## src/rtl/bdg_pkg.sv

```systemverilog
package bdg_pkg;
    localparam int DATA_W = 16;
    localparam int INT_W  = 16;
    localparam int FRAC_W = 6;
    localparam int PER_W  = INT_W + 1;

    typedef struct packed {
        logic [INT_W-1:0]  ipart;
        logic [FRAC_W-1:0] fpart;
    } div_t;

    typedef enum logic [1:0] {
        ST_IDLE  = 2'd0,
        ST_RUN   = 2'd1,
        ST_DRAIN = 2'd2
    } run_st_e;

    function automatic logic div_usable(div_t d);
        return d.ipart != '0;
    endfunction
endpackage

```

## src/rtl/bdg_div_regs.sv

```systemverilog
module bdg_div_regs
    import bdg_pkg::*;
(
    input  logic              clk,
    input  logic              rst,
    input  logic              wr_int,
    input  logic              wr_frac,
    input  logic              wr_lcr,
    input  logic [DATA_W-1:0] wr_data,
    output div_t              act_div
);
    div_t stage_q;
    div_t stage_nxt;

    always_comb begin
        stage_nxt = stage_q;
        if (wr_int)  stage_nxt.ipart = wr_data[INT_W-1:0];
        if (wr_frac) stage_nxt.fpart = wr_data[FRAC_W-1:0];
    end

    always_ff @(posedge clk) begin
        if (rst) begin
            stage_q <= '0;
            act_div <= '0;
        end else begin
            stage_q <= stage_nxt;
            if (wr_lcr) act_div <= stage_nxt;
        end
    end

    assert_staged_hold_R4: assert property (@(posedge clk) disable iff (rst)
        !wr_lcr |=> $stable(act_div));
endmodule

```

## src/rtl/bdg_run_ctrl.sv

```systemverilog
module bdg_run_ctrl
    import bdg_pkg::*;
(
    input  logic clk,
    input  logic rst,
    input  logic wr_ctl,
    input  logic en_bit,
    input  logic busy,
    output logic active,
    output logic restart
);
    run_st_e st_q, st_nxt;

    always_comb begin
        st_nxt  = st_q;
        restart = 1'b0;
        unique case (st_q)
            ST_IDLE: if (wr_ctl && en_bit) begin
                st_nxt  = ST_RUN;
                restart = 1'b1;
            end
            ST_RUN: if (wr_ctl && !en_bit) st_nxt = busy ? ST_DRAIN : ST_IDLE;
            ST_DRAIN: begin
                if (wr_ctl && en_bit) st_nxt = ST_RUN;
                else if (!busy)       st_nxt = ST_IDLE;
            end
            default: st_nxt = ST_IDLE;
        endcase
    end

    always_ff @(posedge clk) begin
        if (rst) st_q <= ST_IDLE;
        else     st_q <= st_nxt;
    end

    assign active = (st_q != ST_IDLE);

    assert_stop_after_busy_R6: assert property (@(posedge clk) disable iff (rst)
        $fell(active) |-> !$past(busy));
    assert_drain_holds_R6: assert property (@(posedge clk) disable iff (rst)
        (active && busy && !(wr_ctl && en_bit)) |=> active);
endmodule

```

## src/rtl/bdg_tick_core.sv

```systemverilog
module bdg_tick_core
    import bdg_pkg::*;
(
    input  logic clk,
    input  logic rst,
    input  logic active,
    input  logic clear,
    input  div_t div,
    output logic tick
);
    logic [INT_W-1:0]  cnt_q;
    logic [FRAC_W-1:0] acc_q;
    logic              extra_q;
    logic [PER_W-1:0]  period;
    logic [FRAC_W:0]   acc_sum;
    logic              running;
    logic              hit;

    assign running = active && div_usable(div);
    assign period  = {1'b0, div.ipart} + PER_W'(extra_q);
    assign acc_sum = {1'b0, acc_q} + {1'b0, div.fpart};
    assign hit     = running && (({1'b0, cnt_q} + PER_W'(1)) >= period);
    assign tick    = hit;

    always_ff @(posedge clk) begin
        if (rst || clear) begin
            cnt_q   <= '0;
            acc_q   <= '0;
            extra_q <= 1'b0;
        end else if (!div_usable(div)) begin
            cnt_q   <= '0;
        end else if (hit) begin
            cnt_q   <= '0;
            acc_q   <= acc_sum[FRAC_W-1:0];
            extra_q <= acc_sum[FRAC_W];
        end else if (running) begin
            cnt_q   <= cnt_q + INT_W'(1);
        end
    end

    assert_no_tick_idle_R9: assert property (@(posedge clk) disable iff (rst)
        tick |-> active);
    assert_no_tick_zero_div_R8: assert property (@(posedge clk) disable iff (rst)
        (div.ipart == '0) |-> !tick);
    assert_single_width_R9: assert property (@(posedge clk) disable iff (rst)
        (tick && div.ipart > INT_W'(1)) |=> (!tick || div != $past(div)));
    assert_period_bound_R3: assert property (@(posedge clk) disable iff (rst)
        (running && !clear) |-> ({1'b0, cnt_q} < PER_W'(div.ipart) + PER_W'(1) || $changed(div)));
endmodule

```

## src/rtl/baud_tick_gen.sv

```systemverilog
module baud_tick_gen
    import bdg_pkg::*;
(
    input  logic              clk,
    input  logic              rst,
    input  logic              wr_int,
    input  logic              wr_frac,
    input  logic              wr_lcr,
    input  logic              wr_ctl,
    input  logic [DATA_W-1:0] wr_data,
    input  logic              busy,
    output logic              tick,
    output logic              active
);
    div_t act_div;
    logic restart;
    logic core_clear;

    bdg_div_regs u_regs (
        .clk     (clk),
        .rst     (rst),
        .wr_int  (wr_int),
        .wr_frac (wr_frac),
        .wr_lcr  (wr_lcr),
        .wr_data (wr_data),
        .act_div (act_div)
    );

    bdg_run_ctrl u_ctrl (
        .clk     (clk),
        .rst     (rst),
        .wr_ctl  (wr_ctl),
        .en_bit  (wr_data[0]),
        .busy    (busy),
        .active  (active),
        .restart (restart)
    );

    assign core_clear = restart || (wr_lcr && !active);

    bdg_tick_core u_core (
        .clk    (clk),
        .rst    (rst),
        .active (active),
        .clear  (core_clear),
        .div    (act_div),
        .tick   (tick)
    );
endmodule

```

## config.mk

```make
export PLATFORM = sky130hd
export DESIGN_NAME = baud_tick_gen
export DESIGN_NICKNAME = d
export VERILOG_FILES = /design/src/rtl/bdg_pkg.sv /design/src/rtl/bdg_div_regs.sv /design/src/rtl/bdg_run_ctrl.sv /design/src/rtl/bdg_tick_core.sv /design/src/rtl/baud_tick_gen.sv
export SDC_FILE = /design/constraint.sdc
export NUM_CORES = 1
export LEC_CHECK = 0
export BUFFER_PORTS_ARGS = -buffer_cell sky130_fd_sc_hd__buf_2
export CELL_PAD_IN_SITES_DETAIL_PLACEMENT = 1
export CELL_PAD_IN_SITES_GLOBAL_PLACEMENT = 1
export CORE_MARGIN = 5
export CORE_UTILIZATION = 50
export CTS_CLUSTER_SIZE = 20
export DETAILED_ROUTE_END_ITERATION = 8
export GPL_ROUTABILITY_DRIVEN = 0
export GPL_TIMING_DRIVEN = 0
export PLACE_DENSITY_LB_ADDON = 0.3
export SLEW_MARGIN = 10
export SYNTH_ARGS = -nofsm -noshare
export SYNTH_HDL_FRONTEND = slang
export SYNTH_HIERARCHICAL = 1
export SYNTH_SLANG_ARGS = --single-unit
```

## constraint.sdc

```tcl
create_clock -name clk -period 4.86 [get_ports clk]
set_clock_uncertainty 0.1 [all_clocks]
set_input_delay 0.486 -clock clk [delete_from_list [all_inputs] [get_ports clk]]
set_output_delay 0.486 -clock clk [all_outputs]
set_load 0.05 [all_outputs]
```

==> reports/qor.txt <==
Status: finished, final reports clean
Crit path max-delay family: simple AND/OR/NAND/NOR gates
Core area: 0.007331 mm2
Cell Rows: 31
Layout cell share with drive strength beyond 1: 14.84%
Global-route wire length before repair: 16170 um
Reg clk slew, reported paths: 0.09 ns
# H-tree levels: 3
Largest cells by area after synthesis: dfxtp_1 (36%), ha_1 (8.5%), mux2i_1 (7.3%)
Post-synthesis sequential area ratio: 36.20%
Syn Nets: 477
Post-CTS Setup Bufs: 0
Nature of the critical path endpoint: primary output
Avg Synthesized Cell Area: 8.937 um2
Cells after Synth: 427
Kind of critical path: flip-flop to primary output
IO Port Bufs: 22
Worst-path cell chain: ha_1 -> ha_1 -> nand2_1 -> or2_2 -> nor2_1 -> nand4_1 -> xor2_1 -> ha_1 -> nand4_1 -> or2_2 -> o22a_1 -> a21o_1 -> buf_6 -> inv_6 -> buf_12 -> buf_2
Die Height: 97.37 um
Post-synth EDFFs: 0
Number of fill cells in the layout: 868
Largest net degree at the start of global routing: 15
Post-synth top area cell: dfxtp_1
Hold_buf cts: 0
Asr flop ratio synth: 0%
Vias in the first global route: 3333
Area of the multi-input gates: 0.002250 mm2
Drt first pass iters: 4
Final setup vio count: 0
Main synth FF type: dfxtp_1
Final critical-path share of the clock period: 95.12%
Root buffer cell: clkbuf_8
Max_slew headroom: 63.15%
DR vias: 3148
Initial Util: 52.06%
Maximum VDD drop: 0.2008 mV
Worst r2r dst: u_core/cnt_q[8]$_SDFFE_PP0P_
Arrival @ worst endpoint: 4.04 ns
Hold EP: u_ctrl/st_q[1]$_SDFFE_PP0P_
DIE AREA: 0.009480 mm2
Initial detailed-routing violation count: 91
Worst EP required: 4.27 ns
Clock Path Buffers: 2
Antenna cells: 0
DRC violations left: 0
Yosys reg bits: 69
Slowest CP cell: dfxtp_1
Number of buffers created by CTS: 9
CP Max Fanout: 10
Hold WS: 0.2617 ns
Grt ovf: 0
Max stage delay on crit path: 0.40 ns
Netlist cell types: 46
Final nets: 510
Register area: 0.001381 mm2
RSZ-0062 raised after global routing: no
Hold Crit Depth: 2
DP HPWL: 7258 um
Static leakage: 0.001786 uW
Synth top area share: 36.20%
Pwr/cell area: 295.3 mW/mm2
Reg2reg setup slack: 1.18 ns
I/O pins: 25
Clock sink count: 69
Max frequency: 216.3 MHz
Vias per cell: 5.582
CTS tree: done
Critical R2R Launch: u_regs/act_div[6]$_SDFFE_PP0P_
Max cap viols: 0
Final WL: 9846 um
Routed len/inst: 17.46 um
Pins Over Slew Limit: 0
CP bufs+invs: 4
Most common cell in the netlist: nor2_1
Post-CTS Resized: 0
Setup TNS: 0 ns
DIE WIDTH: 97.37 um
HP Start: rst
CP dominant cell by count: ha_1
Startpoint types: flip-flop
Slew @ Worst Pin: 0.5477 ns
YS warnings: 6
Final Hold Fails: 0
R2R cell count: 16
Initial antenna violation count: 0
Tmin final: 4.623 ns
Skew-Pair Late Insertion Delay: 0.36 ns
Top cell types by occurrence after synthesis: nor2_1 (70), dfxtp_1 (69), nand2_1 (35)
Gr usage total: 21.03%
Syn-to-layout area delta: 11.48%
Hold/Removal Path Class: primary input to flip-flop
Post-Syn Area: 0.003816 mm2
Final ANT Viol Nets: 0
[logic make-up (layout without fill, tap and decap cells)]
| group | Yosys count | count (layout) | share of synthesized area [%] |
|---|---|---|---|
| buffers and inverters | 32 | 70 | 4.853 |
| XOR/XNOR | 44 | 44 | 10.10 |
| multiplexers | 28 | 28 | 7.344 |
| flip-flops | 69 | 69 | 36.20 |
| AND/OR/NAND/NOR | 172 | 172 | 22.13 |
| AO/OA/AOI/OAI | 55 | 55 | 10.33 |
| adder cells (fa/ha/maj) | 27 | 27 | 9.049 |
[through the flow]
stage / power, uW / cells / worst slack, ns / instance area [um2] / utilization, %
after floorplan: 721.1 / 427 / 1.328 / 3816 / -
after global placement: 759.8 / 548 / 0.8215 / 4050 / 55.25
after detailed placement: 768.5 / 548 / 0.6737 / 4050 / 55.25
after CTS: 1266 / 564 / 0.2452 / 4254 / 58.03
after global routing: 1314 / 564 / 0.08602 / 4254 / 58.03
final: 1256 / 564 / 0.2369 / 4254 / 58.03
[sequential cells by signal, summed over array words and instances, names as in the netlist]
register        count
u_core/extra_q      1
u_core/cnt_q       16
u_core/acc_q        6
u_regs/stage_q     22
u_ctrl/st_q         2
u_regs/act_div     22
[layout by cell type (no fill, tap or decap), types with 7 or more instances in the layout]
cell	instances
a211oi_1	23
a21oi_1	11
and3_1	7
buf_2	32
clkbuf_8	9
dfxtp_1	69
ha_1	26
inv_1	11
mux2i_1	28
nand2_1	35
nand3_1	11
nand4_1	10
nor2_1	70
nor3_1	10
nor3_2	8
xnor2_1	23
xor2_1	21
[routing by layer]
| layer | routed length [um] | GRT usage [%] |
|---|---|---|
| met2 | 5125 | 36.79 |
| met5 | 0 | 0 |
| met1 | 4253 | 25.59 |
| met3 | 299 | 3.446 |
| met4 | 167 | 8.307 |
[final cells by class]
type                       count  share of cell area [%]
multi-input combinational    326                   52.88
sequential                    69                   32.47
buffer                        20                   3.176
clock buffer                   9                   2.912
tap                           99                   2.912
timing repair buffer          22                   2.588
clock inverter                 7                   1.882
inverter                      12                   1.176
[how the worst max path moves through the flow]
stage / from / endpoint / cells after the start
final: u_regs/act_div[6]$_SDFFE_PP0P_ / tick / 16
after global routing: u_regs/act_div[6]$_SDFFE_PP0P_ / tick / 16
after global placement: u_regs/act_div[6]$_SDFFE_PP0P_ / tick / 16
after detailed placement: u_regs/act_div[6]$_SDFFE_PP0P_ / tick / 16
after CTS: u_regs/act_div[6]$_SDFFE_PP0P_ / tick / 16
after floorplan: u_regs/act_div[6]$_SDFFE_PP0P_ / tick / 15
[power breakdown]
| part | switching [uW] | internal (uW) |
|---|---|---|
| Clock | 254 | 244 |
| Sequential | 21.8 | 590 |
| Combinational | 89.0 | 57.6 |
Power figures use the tool's default switching activity.
